===== src/rtl/msi_pkg.sv =====
package msi_pkg;
  localparam int unsigned LOGW = 3;   // width of the vector-count field
  localparam int unsigned DATAW = 32;
  localparam int unsigned BASEW = 16;
endpackage


===== src/rtl/msi_pick.sv =====
module msi_pick #(
  parameter int unsigned N  = 32,
  localparam int unsigned VW = $clog2(N)
) (
  input  logic [N-1:0]  req_i,
  output logic [N-1:0]  gnt_o,
  output logic [VW-1:0] idx_o,
  output logic          any_o
);
  logic [N:0] seen;

  assign seen[0] = 1'b0;
  for (genvar i = 0; i < N; i++) begin : g_chain
    assign gnt_o[i]  = req_i[i] & ~seen[i];
    assign seen[i+1] = seen[i] | req_i[i];
  end
  assign any_o = seen[N];

  always_comb begin
    idx_o = '0;
    for (int i = N - 1; i >= 0; i--) begin
      if (req_i[i]) idx_o = VW'(i);
    end
  end
endmodule


===== src/rtl/msi_msg_fmt.sv =====
module msi_msg_fmt
  import msi_pkg::*;
#(
  parameter int unsigned N      = 32,
  parameter int unsigned ADDR_W = 64,
  localparam int unsigned VW    = $clog2(N)
) (
  input  logic [BASEW-1:0]  base_i,
  input  logic [ADDR_W-1:0] addr_i,
  input  logic [LOGW-1:0]   lg_i,
  input  logic [VW-1:0]     vec_i,
  output logic [DATAW-1:0]  data_o,
  output logic [ADDR_W-1:0] addr_o
);
  logic [BASEW-1:0] low;

  assign low    = (BASEW'(1) << lg_i) - BASEW'(1);
  assign data_o = {{(DATAW-BASEW){1'b0}}, (base_i & ~low) | (BASEW'(vec_i) & low)};
  assign addr_o = addr_i & ~ADDR_W'(3);
endmodule


===== src/rtl/msi_vec_state.sv =====
module msi_vec_state #(
  parameter int unsigned N       = 32,
  parameter bit          MASK_EN = 1'b1
) (
  input  logic         clk_i,
  input  logic         rst_ni,
  input  logic         en_i,
  input  logic [N-1:0] req_i,
  input  logic [N-1:0] mask_i,
  input  logic [N-1:0] inr_i,
  input  logic [N-1:0] gnt_i,
  output logic [N-1:0] pend_o,
  output logic [N-1:0] due_o
);
  logic         en_q;
  logic [N-1:0] due_q;
  logic [N-1:0] req_ok;
  logic [N-1:0] due_d;

  assign req_ok = req_i & inr_i & {N{en_i}};

  always_ff @(posedge clk_i or negedge rst_ni) begin
    if (!rst_ni) en_q <= 1'b0;
    else         en_q <= en_i;
  end

  if (MASK_EN) begin : g_mask
    logic [N-1:0] pend_q;
    logic [N-1:0] pend_trim;
    logic [N-1:0] promote;
    logic         rise;

    assign rise      = en_i & ~en_q;
    assign pend_trim = rise ? (pend_q & inr_i) : pend_q;
    assign promote   = pend_trim & ~mask_i & inr_i & {N{en_i}};
    assign due_d     = en_i ? ((due_q & ~gnt_i) | promote | (req_ok & ~mask_i)) : '0;

    always_ff @(posedge clk_i or negedge rst_ni) begin
      if (!rst_ni) pend_q <= '0;
      else         pend_q <= (pend_trim & ~promote) | (req_ok & mask_i);
    end
    assign pend_o = pend_q;
  end else begin : g_nomask
    logic unused_mask;
    assign unused_mask = ^{mask_i, en_q};
    assign due_d       = en_i ? ((due_q & ~gnt_i) | req_ok) : '0;
    assign pend_o      = '0;
  end

  always_ff @(posedge clk_i or negedge rst_ni) begin
    if (!rst_ni) due_q <= '0;
    else         due_q <= due_d;
  end
  assign due_o = due_q;
endmodule


===== src/rtl/msi_engine.sv =====
module msi_engine
  import msi_pkg::*;
#(
  parameter int unsigned MAX_VEC = 32,
  parameter bit          ADDR64  = 1'b1,
  parameter bit          MASK_EN = 1'b1,
  localparam int unsigned ADDR_W  = ADDR64 ? 64 : 32,
  localparam int unsigned VW      = $clog2(MAX_VEC),
  localparam int unsigned LOG_MAX = VW
) (
  input  logic               clk_i,
  input  logic               rst_ni,
  input  logic [MAX_VEC-1:0] irq_req_i,
  input  logic               cfg_enable_i,
  input  logic [LOGW-1:0]    cfg_log_vec_i,
  input  logic [ADDR_W-1:0]  cfg_addr_i,
  input  logic [BASEW-1:0]   cfg_data_i,
  input  logic [MAX_VEC-1:0] cfg_mask_i,
  output logic [MAX_VEC-1:0] pend_o,
  input  logic               intx_req_i,
  output logic               intx_o,
  output logic               msg_valid_o,
  input  logic               msg_ready_i,
  output logic [ADDR_W-1:0]  msg_addr_o,
  output logic [DATAW-1:0]   msg_data_o,
  output logic [VW-1:0]      msg_vec_o
);
  logic [LOGW-1:0]    lg_eff;
  logic [VW:0]        nvec;
  logic [MAX_VEC-1:0] inr;
  logic [MAX_VEC-1:0] due, due_g, gnt_raw, gnt;
  logic [VW-1:0]      pick_idx;
  logic               pick_any, load;
  logic [DATAW-1:0]   fmt_data;
  logic [ADDR_W-1:0]  fmt_addr;

  logic               valid_q;
  logic [VW-1:0]      vec_q;
  logic [DATAW-1:0]   data_q;
  logic [ADDR_W-1:0]  addr_q;

  // clamp the granted count to what the block supports
  assign lg_eff = (cfg_log_vec_i > LOGW'(LOG_MAX)) ? LOGW'(LOG_MAX) : cfg_log_vec_i;
  assign nvec   = (VW+1)'(1) << lg_eff;
  assign inr    = ~({MAX_VEC{1'b1}} << nvec);

  msi_vec_state #(.N(MAX_VEC), .MASK_EN(MASK_EN)) u_state (
    .clk_i  (clk_i),
    .rst_ni (rst_ni),
    .en_i   (cfg_enable_i),
    .req_i  (irq_req_i),
    .mask_i (cfg_mask_i),
    .inr_i  (inr),
    .gnt_i  (gnt),
    .pend_o (pend_o),
    .due_o  (due)
  );

  assign due_g = due & {MAX_VEC{cfg_enable_i}};

  msi_pick #(.N(MAX_VEC)) u_pick (
    .req_i (due_g),
    .gnt_o (gnt_raw),
    .idx_o (pick_idx),
    .any_o (pick_any)
  );

  assign load = ~valid_q | msg_ready_i;
  assign gnt  = load ? gnt_raw : '0;

  msi_msg_fmt #(.N(MAX_VEC), .ADDR_W(ADDR_W)) u_fmt (
    .base_i (cfg_data_i),
    .addr_i (cfg_addr_i),
    .lg_i   (lg_eff),
    .vec_i  (pick_idx),
    .data_o (fmt_data),
    .addr_o (fmt_addr)
  );

  always_ff @(posedge clk_i or negedge rst_ni) begin
    if (!rst_ni) begin
      valid_q <= 1'b0;
      vec_q   <= '0;
      data_q  <= '0;
      addr_q  <= '0;
    end else if (load) begin
      valid_q <= pick_any;
      if (pick_any) begin
        vec_q  <= pick_idx;
        data_q <= fmt_data;
        addr_q <= fmt_addr;
      end
    end
  end

  assign msg_valid_o = valid_q;
  assign msg_vec_o   = vec_q;
  assign msg_data_o  = data_q;
  assign msg_addr_o  = addr_q;
  assign intx_o      = intx_req_i & ~cfg_enable_i;
endmodule


===== config.mk =====
export PLATFORM = sky130hd
export DESIGN_NAME = msi_engine
export DESIGN_NICKNAME = d
export VERILOG_FILES = /design/src/rtl/msi_pkg.sv /design/src/rtl/msi_pick.sv /design/src/rtl/msi_msg_fmt.sv /design/src/rtl/msi_vec_state.sv /design/src/rtl/msi_engine.sv
export SDC_FILE = /design/constraint.sdc
export NUM_CORES = 1
export LEC_CHECK = 0
export ABC_AREA = 1
export ABC_CLOCK_PERIOD_IN_PS = 2540
export BUFFER_PORTS_ARGS = -buffer_cell sky130_fd_sc_hd__buf_2
export CAP_MARGIN = 0
export CORE_MARGIN = 2
export CORE_UTILIZATION = 49
export DETAILED_ROUTE_END_ITERATION = 6
export PLACE_DENSITY_LB_ADDON = 0.05
export SLEW_MARGIN = 20
export SYNTH_ARGS = -nofsm -noshare
export SYNTH_HDL_FRONTEND = slang
export SYNTH_SLANG_ARGS = --single-unit
export TNS_END_PERCENT = 20

===== constraint.sdc =====
create_clock -name clk_i -period 2.54 [get_ports clk_i]
set_clock_uncertainty 0.1 [all_clocks]
set_input_delay 0 -clock clk_i [delete_from_list [all_inputs] [get_ports clk_i]]
set_output_delay 0 -clock clk_i [all_outputs]
set_load 0.005 [all_outputs]

# Word-level counts from Yosys, hierarchy flattened
# Index checks and enable logic that the tools add are counted.
# word_totals
output_inout_bits	135
word_cells	170
regBits	149
inputBits	152
# classes
mux	36
add_sub_neg	1
bitwise_logic	121
n_lt_le_gt_ge	1
shifts	3
n_reduce_logical	1
# op_table
operator	n
32-bit bitwise AND	11
5-bit 2-to-1 mux	32
32-bit NOT	4
32-bit 2-to-1 mux	3
32-bit bitwise OR	3
1-bit NOT	34
1-bit bitwise AND	33
1-bit bitwise OR	32
32-bit by 6-bit left shift with 32-bit output (first input constant)	1
16-bit bitwise AND	1
5-bit by 16-bit bitwise AND with 16-bit output	1
16-bit NOT	1
16-bit bitwise OR	1
1-bit by 3-bit left shift with 16-bit output (first input constant)	1
16-bit by 2-bit subtractor with 16-bit output (second input constant)	1
1-bit by 3-bit left shift with 6-bit output (first input constant)	1
3-bit greater-than comparator (second input constant)	1
3-bit 2-to-1 mux	1
2-bit AND reduction	1

# Depth between registers and ports, before layout
# Gate-level depths: netlist (run 1).
# logic_depth
word_depth	39
mapped_depth	35

# Hierarchy
# Synthesis (run 1) repeated with hierarchy kept, for this count alone.
# hier_totals
cells_unflattened	1433
hier_area_um2	9988.3
# by_module_without_submodules
mod	instances	seq_area_each_um2	area_per_inst_um2	cells_per_inst
msi_engine	1	2552.4	4722.0	623
msi_vec_state	1	1626.6	3644.7	504
msi_msg_fmt	1	0.0	879.6	141
msi_pick	1	0.0	742.0	165

# Least setup slack after synthesis (run 1)
# OpenSTA, ideal clock, no wires.
# synth_timing
path_type	register to register
startpoint	register u_state.due_q[31], in the netlist u_state.due_o[31]
endpoint	register data_q[0], in the netlist msg_data_o[0]
setup_ns	0.116
stages_incl_launch_ff	35
t_required_ns	2.324
n_path_buf	0
setup_slack_ns	0.474
period_less_slack_ns	2.066
arrival_ns	1.850
path_cell_list	dfrtp_1 > nand3_2 > nand2_1 > nand2_1 > nand2_1 > nand2_1 > nand2_1 > nand2_1 > nand2_1 > nand2_1 > nand2_1 > nand2_1 > nand2_1 > nand2_1 > nand2_1 > nand2_1 > nand2_1 > nand2_1 > nand2_1 > nand2_1 > nand2_1 > nand2_1 > nand2_1 > nand2_1 > nand2_1 > nand2_1 > nand2_1 > nand2_1 > nand2_1 > nand2_1 > nand2_1 > nand2_1 > nand2_1 > nand2_1 > nand2_1
# synth_between
elab_chain_len	35
elab_cells_between_ends	37
classes_between	mux: 32; bitwise: 4; reduce/logical: 1
# synth_rtl
element	line_no	source
start: declaration	msi_vec_state.sv:16	logic [N-1:0] due_q;
start signal: assignment	msi_vec_state.sv:52	else due_q <= due_d;
32-bit bitwise AND (*)	msi_engine.sv:59	assign due_g = due & {MAX_VEC{cfg_enable_i}};
5-bit 2-to-1 mux (32 in a row)	msi_pick.sv:22	if (req_i[i]) idx_o = VW'(i);
5-bit by 16-bit bitwise AND with 16-bit output	msi_msg_fmt.sv:18	assign data_o = {{(DATAW-BASEW){1'b0}}, (base_i & ~low) | (BASEW'(vec_i) & low)};
16-bit bitwise OR	msi_msg_fmt.sv:18	
end signal: assignment	msi_engine.sv:90	data_q <= fmt_data;
end: declaration	msi_engine.sv:39	logic [DATAW-1:0] data_q;
# Mark *: on every way between the ends. The rest lies on a longest branch, timed or not.
# A chain may end at the register's enable or synchronous reset.

# Worst setup path in the final report (run 1)
# layout_timing
startpoint	register u_state.due_q[0], in the netlist u_state.due_o[0]
endpoint	register u_state.due_q[27], in the netlist u_state.due_o[27]
# layout_between
elab_chain_len	35
# layout_rtl
element	line_no	source
32-bit bitwise AND	msi_engine.sv:59	
1-bit bitwise OR (26 in a row)	msi_pick.sv:15	assign seen[i+1] = seen[i] | req_i[i];
1-bit NOT	msi_pick.sv:14	assign gnt_o[i] = req_i[i] & ~seen[i];
1-bit bitwise AND	msi_pick.sv:14	
32-bit 2-to-1 mux	msi_engine.sv:69	assign gnt = load ? gnt_raw : '0;
32-bit NOT	msi_vec_state.sv:36	assign due_d = en_i ? ((due_q & ~gnt_i) | promote | (req_ok & ~mask_i)) : '0;
32-bit bitwise AND	msi_vec_state.sv:36	
32-bit bitwise OR (2 in a row)	msi_vec_state.sv:36	
32-bit 2-to-1 mux	msi_vec_state.sv:36	
net u_state.due_d[27]	msi_vec_state.sv:18	logic [N-1:0] due_d;
# The timed path passes the listed nets, and every way through them passes these cells.

==> results of run 1 <==
-- layer usage --
metal  global-route usage [%]  wire length [um]  share of wire, %  vias to the layer above
li1                         -                 -                 -                     3760
met3                    7.531              1575               6.8                       57
met5                        0                 0                 0                        -
met2                    49.65             11280                48                      323
met1                    37.25              9621                41                     3550
met4                    11.11               784               3.4                        0
-- synthesized netlist by cell type --
cell type / n
ha_1: 7
buf_2: 2
a31oi_1: 4
o22ai_1: 2
o21ai_2: 1
nand3_2: 1
a21oi_1: 37
buf_4: 18
nor2_2: 2
o32ai_1: 6
nor2_4: 1
o221ai_1: 2
dfrtp_1: 149
nor3_2: 1
nand3b_1: 1
conb_1: 2
o21a_1: 1
nand4_1: 2
nand2_2: 6
inv_2: 9
nor2_1: 73
clkinv_1: 2
buf_6: 18
clkbuf_1: 10
nand2_1: 364
nor4_1: 1
nor3_1: 24
o21ai_0: 61
o21ai_1: 15
a22oi_1: 4
o31ai_1: 1
buf_1: 2
nand3_1: 14
nor3b_1: 2
inv_1: 67
-- per-stage QoR --
stage | instance area, um^2 | util (%) | cells | worst slack, ps
global placement | 8622 | 59.78 | 1348 | 204.9
finish | 11070 | 76.76 | 1565 | 16.89
detailed placement | 8622 | 59.78 | 1348 | 186.3
floorplan | 7257 | - | 930 | 474.1
CTS | 10990 | 76.21 | 1561 | 54.78
global route | 11070 | 76.76 | 1565 | -226.3
-- area by class of cell --
class	count	area share, %
multi-input combinational	653	25.90
inverter	78	2.644
sequential	149	33.68
clock inverter	14	1.164
timing repair buffer	469	30.66
tap	184	2.079
clock buffer	18	3.876
-- worst paths after layout --
check,start,endpoint,slack [ps]
worst max register to register,u_state.due_o[0]$_DFF_PN0_,u_state.due_o[27]$_DFF_PN0_,20
max in group asynchronous,rst_ni,msg_addr_o[29]$_DFFE_PN0P_,1540
min in group asynchronous,rst_ni,u_state.pend_o[4]$_DFF_PN0_,70
worst min-delay path,cfg_enable_i,u_state.pend_o[12]$_DFF_PN0_,60
worst max-delay path,u_state.due_o[0]$_DFF_PN0_,u_state.due_o[27]$_DFF_PN0_,20
worst min register to register,msg_addr_o[43]$_DFFE_PN0P_,msg_addr_o[43]$_DFFE_PN0P_,370
-- flip-flops by register name, indices dropped and copies added (netlist names) --
| name | cells |
|---|---|
| u_state.pend_o | 32 |
| msg_addr_o | 62 |
| u_state.due_o | 32 |
| msg_valid_o | 1 |
| msg_vec_o | 5 |
| msg_data_o | 16 |
| u_state.en_q | 1 |
-- cell families after synthesis --
group                    synth area share [%]
AND/OR/NAND/NOR                         27.17
buffers and inverters                   9.537
flip-flops                              51.86
adder cells (fa/ha/maj)                 1.218
AO/OA/AOI/OAI                           10.11
other                                  0.1045
-- power groups by stage --
stage | registers (mW) | logic (mW) | clock network (mW)
after global placement | 3.25 | 2.12 | 0
after CTS | 3.23 | 2.42 | 2.41
final | 3.25 | 2.53 | 2.38
after detailed placement | 3.25 | 2.16 | 0
after global routing | 3.32 | 2.83 | 2.53
after floorplan | 3.31 | 1.16 | 0
-- critical path, delay by kind of cell, from the launching register on --
| family | cells | cell delay (ps) |
|---|---|---|
| flops | 1 | 430 |
| buf+inv | 5 | 910 |
| simple gates | 8 | 900 |
| compound gates | 1 | 90 |
-- repair_timing --
action / CTS / global route
hold endpoints to repair: 211 / 0
resized for setup: 0 / 11
endpoints found under the setup margin: 0 / 82
buffers inserted: 0 / 3
hold buffers: 181 / 0
-- layout by cell type, fill, tap and decap left out, types with 3 or more instances in the layout --
cell type	instances
clkbuf_16	18
o32ai_1	6
ha_1	7
clkinvlp_4	3
buf_4	16
buf_2	265
o21ai_1	15
nand3_1	13
dfrtp_1	149
nor3_1	24
o21ai_0	61
a22oi_1	4
inv_2	10
a31oi_1	4
nand2_1	361
clkinv_2	3
inv_6	3
dlygate4sd3_1	179
nand2_2	8
inv_1	66
nor2_1	72
a21oi_1	37
conb_1	20
buf_12	4
clkinv_4	4
==> flow_summary.json, run 1 <==
{
  "netlist_area_um2": 7189,
  "cp-end-kind": "register",
  "grt_pass1_vias": 7785,
  "p_sw_mw": 2.737,
  "path_cells": "nand2_2 > nand2_1 > inv_1 > nand2_2 > inv_2 > nand2_1 > nor2_2 > nand3_2 > nor3_2 > inv_2 > buf_4 > nor3_1 > o21ai_0 > dlygate4sd3_1",
  "postSynthAreaPerCell_um2": 7.883,
  "ys_warn_count": 0,
  "antenna_cells": 0,
  "combPwrFrac_pct": 31.0,
  "clockBufferDepth": 2,
  "path_max_fanout": 4,
  "path_class": "register to register",
  "fillers": 1069,
  "setup-tns-final_ps": 0,
  "status": "complete, no violations",
  "leakage_nw": 6.188,
  "yosys.cell_types.count": 35,
  "avgRoutedWirePerCell_um": 14.86,
  "drv_slew": 0,
  "relSlewSlack_pct": 53.52,
  "die_h_um": 125.1,
  "synthTopCellsByArea": "dfrtp_1 (52%), nand2_1 (19%), o21ai_0 (4.2%)",
  "rsz0062_at_grt": "yes",
  "cts_num_sinks": 149,
  "grt_usage_pct": 29.63,
  "drtPass1Iterations": 4,
  "chipWidth_um": 125.1,
  "grt_pass1_wl_um": 37450,
  "drc": 0,
  "dp_hpwl_um": 14290,
  "cp_slowest_stage_delay_ps": 570,
  "port_buffers": 266,
  "cp.arrival_ps": 2720,
  "crit_slowest_cell": "dlygate4sd3_1",
  "cp-start-kind": "register",
  "fmax_mhz": 396.3,
  "cts_root_buffer": "clkbuf_16",
  "min_path_type": "input port to register",
  "clockPowerShare_pct": 29.2,
  "seqPwrFrac_pct": 39.8,
  "power_density_nw_per_um2": 737.5,
  "reg2reg_depth": 14,
  "place_congestion": 0.8663,
  "power.internal_mw": 5.428,
  "die_area_um2": 15660,
  "drt_iter0_markers": 474,
  "wl_um": 23260,
  "register_area_um2": 3729,
  "antenna_found_initial": 0,
  "synth_top_area_share_pct": 51.86,
  "worstMarginPinSlew_ps": 697.2,
  "swShare_pct": 33.52,
  "maxCapViolCount": 0,
  "hold_depth": 4,
  "coreArea_um2": 14420,
  "globalRouteOverflowTotal": 0,
  "fin_worst_hold_slack_ps": 55.18,
  "period_share_pct": 99.34,
  "period_needed_ps": 2523,
  "finalSetupViolations": 0,
  "yosys.area.top_type": "dfrtp_1",
  "ant_nets": 0,
  "drt-vias-per-instance": 4.914,
  "synth.yosys.seq_area_share_pct": 51.86,
  "cts_buffers": 17,
  "fin_nets": 1527,
  "vdd_ir_drop_max_uv": 514.6,
  "syn_inst": 912,
  "cts_tree": "built",
  "clkLatencyLatePin_ps": 420,
  "initial_core_util_pct": 49.84,
  "vias": 7690,
  "hold_viol": 0,
  "num_rows": 44,
  "h-tree-depth": 4,
  "required_ps": 2740,
  "path_clk_slew_ps": 60,
  "drive_gt1_share_pct": 25.05,
  "areaGrowthSynthToFinish_pct": 54.00,
  "multi_input_area_um2": 2868,
  "ys_seq_elements": 149,
  "ioPinCount": 287,
  "grt_max_degree": 71,
  "power_mw": 8.165
}
Power figures use the tool's default switching activity.
==> run 2: changes to the inputs <==
Settings changed: CORE_UTILIZATION 49 to 53, SYNTH_HIERARCHICAL set to 1.
==> run 2 against run 1 <==
The run now ends with DRC, setup timing left. Final area is 27% higher. Critical path type unchanged. Clock-buffer cell count rose by 1. Core utilization down 0.98 points. First-iteration DRC count rose by 39%. Register-to-register slack got worse by 50 ps. Sequential share of layout area fell by 4.0 points. Non-clock buffer count is 55 higher. Maximum frequency is 1.9% lower. Global-route usage decreased by 2.7 points. Setup slack got worse by 48 ps. Die area increased by 27%. Synthesized cell count rose by 57%.
==> flow_summary.json, run 2 <==
{
  "avgRoutedWirePerCell_um": 14.24,
  "wl_um": 29750,
  "globalRouteOverflowTotal": 0,
  "async_flop_share_pct": 100.0,
  "port_buffers": 284,
  "synth.yosys.seq_area_share_pct": 41.84,
  "path_clk_slew_ps": 70,
  "synth.most_common_cell": "nand2_1",
  "h-tree-depth": 4,
  "maxCapViolCount": 0,
  "synthTopCellsByArea": "dfrtp_1 (42%), nand2_1 (15%), nand3_1 (8.9%)",
  "ys_seq_elements": 167,
  "finalSetupViolations": 9,
  "initial_core_util_pct": 53.76,
  "highest_layer": "met4",
  "die_area_um2": 19960,
  "vdd_ir_drop_max_uv": 505.4,
  "drive_gt1_share_pct": 23.25,
  "largest_reg_flops": 64,
  "clockBufferDepth": 2,
  "place_congestion": 0.8246,
  "cts_root_buffer": "clkbuf_16",
  "path_max_fanout": 9,
  "coreArea_um2": 18580,
  "synthFlopType": "dfrtp_1",
  "fin_nets": 1995,
  "ys_warn_count": 6,
  "grt_usage_pct": 26.89,
  "wl_met1_um": 12570,
  "grt_pass1_wl_um": 44120,
  "fin_worst_hold_slack_ps": 5.270,
  "path_class": "register to register",
  "netlist_area_um2": 9988,
  "period_needed_ps": 2571,
  "power_density_nw_per_um2": 739.3,
  "hold_depth": 4,
  "syn_inst": 1433,
  "status": "finished, violations left",
  "worstMarginPinSlew_ps": 759.3,
  "rsz0062_at_grt": "yes",
  "relSlewSlack_pct": 49.32,
  "final_cell_mix": "nand2_1 (371), buf_2 (282), inv_1 (207)",
  "required_ps": 2730,
  "ioPinCount": 287,
  "reg2reg_depth": 18,
  "register_area_um2": 4179,
  "clkLatencyLatePin_ps": 430,
  "postSynthAreaPerCell_um2": 6.970,
  "met3_wirelength_um": 1773,
  "multi_input_area_um2": 4239,
  "fin_util_pct": 75.78,
  "grt_pass1_vias": 9594,
  "drt-vias-per-instance": 5.007,
  "final_common_cell": "nand2_1",
  "power_mw": 10.41,
  "cts_num_sinks": 167,
  "areaGrowthSynthToFinish_pct": 40.96,
  "yosys.area.top_type": "dfrtp_1",
  "pre_cts_slack_ps": 76.71,
  "antenna_found_initial": 1,
  "cp-start-kind": "register",
  "drc": 4,
  "synth_top_area_share_pct": 41.84,
  "setup_slack_ps": -31.04,
  "vias": 10460,
  "cts_buffers": 17,
  "synth_edf_count": 0,
  "drt_iter0_markers": 658,
  "chipWidth_um": 141.3,
  "yosys.cell_types.count": 25,
  "drv_slew": 0,
  "die_h_um": 141.3,
  "grt_max_degree": 102,
  "period_share_pct": 101.2,
  "cp-end-kind": "register",
  "violations": "DRC, setup timing",
  "fillers": 1418,
  "dp_hpwl_um": 16660,
  "wl_met2_um": 14480,
  "drtPass1Iterations": 7,
  "num_rows": 50,
  "fmax_mhz": 388.9,
  "hold_viol": 0,
  "cp.arrival_ps": 2760,
  "ant_nets": 0,
  "min_path_type": "input port to register",
  "yosys-top-cells-count": "nand2_1 (395), inv_1 (213), nand3_1 (178), dfrtp_1 (167), nor2_1 (138)",
  "cts_tree": "built",
  "leakage_nw": 7.806
}
==> run 2: final timing paths <==
path                                       startpoint                     endpoint  slack (ps)
setup / recovery           u_state/due_o[3]$_DFF_PN0_      msg_valid_o$_DFFE_PN0N_         -30
hold reg to reg            msg_data_o[30]$_DFFE_PN0P_   msg_data_o[30]$_DFFE_PN0P_         370
max in group asynchronous                      rst_ni   msg_data_o[30]$_DFFE_PN0P_         880
hold / removal                           cfg_enable_i  u_state/due_o[26]$_DFF_PN0_           5
setup reg to reg           u_state/due_o[3]$_DFF_PN0_      msg_valid_o$_DFFE_PN0N_         -30
min in group asynchronous                      rst_ni   msg_data_o[24]$_DFFE_PN0P_         520
==> run 2: logic make-up (layout without fill, tap and decap cells) <==
group | Yosys count | after routing | synth area share (%)
AND/OR/NAND/NOR | 805 | 807 | 35.24
flip-flops | 167 | 167 | 41.84
multiplexers | 1 | 1 | 0.1127
other | 2 | 24 | 0.07519
adder cells (fa/ha/maj) | 2 | 2 | 0.2505
AO/OA/AOI/OAI | 82 | 82 | 4.146
buffers and inverters | 374 | 772 | 18.34
==> run 2: layout make-up <==
class,count,area share [%]
multi-input combinational,915,30.11
sequential,167,29.68
timing repair buffer,524,28.21
inverter,216,5.785
clock buffer,19,3.146
tap,234,2.079
clock inverter,13,0.9775
antenna,1,0.01777
==> run 2: where the power goes <==
part / total [mW] / switching [mW] / internal, mW
sequential: 3.86 / 0.438 / 3.42
combinational: 3.98 / 2.13 / 1.85
clock: 2.57 / 1.16 / 1.40
total: 10.4 / 3.73 / 6.68
==> run 2: layer usage <==
| metal | vias to the layer above | track usage [%] |
|---|---|---|
| li1 | 5177 | - |
| met1 | 4799 | 35.17 |
| met2 | 417 | 44.79 |
| met3 | 67 | 5.231 |
| met4 | 0 | 9.737 |
| met5 | - | 0 |
==> run 2: worst max-delay path: stages (launching register included) <==
cell and delay [ps]:
dfrtp_1 370, nand2_1 80, inv_2 60, nor2_4 110, nand2_2 80, nor2_4 90
inv_2 50, nor2_4 120, nand2_4 80, nor2_4 140, nand2_4 70, nor2_4 150
nand2_4 90, nor2_4 210, nand2_8 150, nand2_8 170, buf_12 130, clkbuf_16 140
nand2_1 50
==> run 2: metrics by stage <==
stage / instances / TNS (ps) / area (um^2)
final: 2089 / -80.91 / 14080
after global routing: 2089 / -9334 / 14080
after CTS: 2058 / 0 / 13500
after detailed placement: 1837 / 0 / 11030
after global placement: 1837 / 0 / 11030
after floorplan: 1454 / 0 / 10070
==> run 2: timing repair <==
| action | CTS | global route |
|---|---|---|
| gates resized for setup | 0 | 51 |
| hold buffers | 189 | 0 |
| setup buffers | 0 | 16 |
| endpoints found under the setup margin | 0 | 113 |
| hold endpoints to repair | 310 | 0 |
==> run 3: changes to the inputs <==
Settings changed: ABC_CLOCK_PERIOD_IN_PS 2540 to 2100, CORE_UTILIZATION 53 to 30.
Clock period 2.54 ns to 2.1 ns, I/O delays scaled along.
==> run 3 against run 2 <==
The flow finishes with violations (setup timing). Largest cell class is now buffers. Cell count increased by 12%. Setup slack got worse by 340 ps. Critical path depth rose by 2. Non-clock buffer count grew 46. Maximum frequency rose by 3.9%. Sequential share of layout area down 1.4 points. Combinational power increased by 21%. Register-to-register slack worse by 340 ps.
==> flow_summary.json, run 3 (synthesized netlist as in run 2, its figures left out) <==
{
  "rsz0062_at_grt": "yes",
  "vias": 10273,
  "die_area_um2": 34770,
  "finalSetupViolations": 116,
  "globalRouteOverflowTotal": 0,
  "cp-start-kind": "register",
  "antenna_found_initial": 0,
  "period_share_pct": 117.8,
  "h-tree-depth": 4,
  "dp_hpwl_um": 21070,
  "reg2reg_from": "u_state/due_o[2]$_DFF_PN0_",
  "min_path_type": "input port to register",
  "drv_slew": 0,
  "areaGrowthSynthToFinish_pct": 48.05,
  "fin_nets": 2040,
  "cp.arrival_ps": 2760,
  "drtPass1Iterations": 7,
  "maxCapViolCount": 0,
  "place_congestion": 0.7649,
  "chipWidth_um": 186.5,
  "avgRoutedWirePerCell_um": 13.91,
  "rr_endpoint": "msg_data_o[16]$_DFFE_PN0P_",
  "final_common_cell": "nand2_1",
  "power_density_nw_per_um2": 878.4,
  "cts_root_buffer": "clkbuf_16",
  "path_clk_slew_ps": 70,
  "grt_pass1_wl_um": 51790,
  "cts_num_sinks": 167,
  "path_class": "register to register",
  "required_ps": 2380,
  "leakage_nw": 8.113,
  "drc": 0,
  "violations": "setup timing",
  "status": "finished, violations left",
  "largest_reg_flops": 64,
  "hold_end": "u_state/pend_o[1]$_DFF_PN0_",
  "clkLatencyLatePin_ps": 450,
  "grt_max_degree": 93,
  "reg2reg_depth": 20,
  "wl_um": 32560,
  "ioPinCount": 287,
  "final_cell_mix": "nand2_1 (383), buf_2 (282), inv_1 (208)",
  "cp-end-kind": "register",
  "cts_buffers": 17,
  "ant_nets": 0,
  "clockBufferDepth": 2,
  "die_h_um": 186.5,
  "num_rows": 66,
  "period_needed_ps": 2474,
  "r2r_slack_ps": -370,
  "initial_core_util_pct": 30.54,
  "fin_worst_hold_slack_ps": 33.26,
  "relSlewSlack_pct": 42.32,
  "grt_pass1_vias": 10111,
  "fmax_mhz": 404.2,
  "drt-vias-per-instance": 4.390,
  "grt_usage_pct": 18.49,
  "drt_iter0_markers": 502,
  "coreArea_um2": 32700,
  "pre_cts_slack_ps": -300.1,
  "power_mw": 12.99,
  "hold_viol": 0,
  "setup-tns-final_ps": -36080,
  "worstMarginPinSlew_ps": 865.2,
  "hold_depth": 5,
  "setup_slack_ps": -374.3,
  "cts_tree": "built",
  "vdd_ir_drop_max_uv": 624.2,
  "antenna_cells": 0,
  "min_from": "cfg_log_vec_i[0]",
  "path_max_fanout": 8,
  "drive_gt1_share_pct": 26.08,
  "port_buffers": 284
}
## run 3: cell types whose count changed in the layout (fill, tap and decap cells not counted), moves of 4 or more
cell and delta:
buf_4 +58, clkbuf_16 -4, clkinvlp_4 -4, dlygate4sd3_1 -10
nand2_1 +12, nand2_2 -11, nand3_1 -16, nand3_2 +16
nor2_1 -6, nor2_2 +5
## run 3: power by group
group	switching [mW]	internal, mW
Clock	1.46	2.05
Combinational	2.55	2.28
Sequential	0.519	4.14
## run 3: through the flow
stage / cells / area, um^2 / utilization [%]
after floorplan: 1454 / 10200 / -
after global routing: 2340 / 14790 / 45.22
final: 2340 / 14790 / 45.22
after detailed placement: 2109 / 11880 / 36.33
after global placement: 2109 / 11880 / 36.33
after CTS: 2330 / 14560 / 44.51
## run 3: final cells by class
| class | instances | area, um^2 |
|---|---|---|
| fillers | 3450 | 17910 |
| repair buffers | 570 | 4318 |
| multi-input cells | 914 | 4292 |
| flip-flops and latches | 167 | 4179 |
| inverters | 216 | 810.8 |
| well taps | 442 | 553.0 |
| clock buffers | 19 | 442.9 |
| clock inverters | 12 | 192.7 |
## run 3: worst max-delay path, cell delays in order (launching register included)
cell and delay (ps):
dfrtp_1 380, nand2_1 80, inv_2 50, nor2_4 110, nand2_2 90, nor2_4 90, inv_2 50, nor2_4 120
nand2_4 70, nor2_4 90, nand2_2 80, nor2_4 110, nand2_4 70, nor2_4 140, buf_4 150, nand2_8 120
nand2_8 150, buf_6 130, buf_16 120, nand2_1 50, nand2_1 50
## run 3: layer usage
metal  track usage (%)  vias to the layer above  routed length (um)
li1                  -                     5264                   -
met1             23.56                     4765               15020
met2             31.83                      221               15790
met3             4.062                       23                1323
met4             4.609                        0                 426
met5                 0                        -                   0
## run 3: how the worst max path moves through the flow
| stage | start | end | slack [ps] | cells after the start |
|---|---|---|---|---|
| after floorplan | u_state/due_o[3]$_DFF_PN0_ | u_state/due_o[31]$_DFF_PN0_ | -70 | 22 |
| after global placement | u_state/due_o[1]$_DFF_PN0_ | u_state/due_o[31]$_DFF_PN0_ | -280 | 22 |
| after detailed placement | u_state/due_o[1]$_DFF_PN0_ | u_state/due_o[31]$_DFF_PN0_ | -300 | 22 |
| after CTS | u_state/due_o[1]$_DFF_PN0_ | msg_addr_o[44]$_DFFE_PN0P_ | -290 | 18 |
| after global routing | u_state/due_o[1]$_DFF_PN0_ | msg_data_o[16]$_DFFE_PN0P_ | -570 | 20 |
| final | u_state/due_o[2]$_DFF_PN0_ | msg_data_o[16]$_DFFE_PN0P_ | -370 | 20 |
## run 3: repair_timing
action / 4_1_cts / 5_1_grt
pin swaps: 5 / 9
cloned: 3 / 4
gates resized for setup: 21 / 26
buffers inserted: 7 / 6
endpoints found under the setup margin: 118 / 143
hold buffers: 180 / 0
hold endpoints to repair: 310 / 0
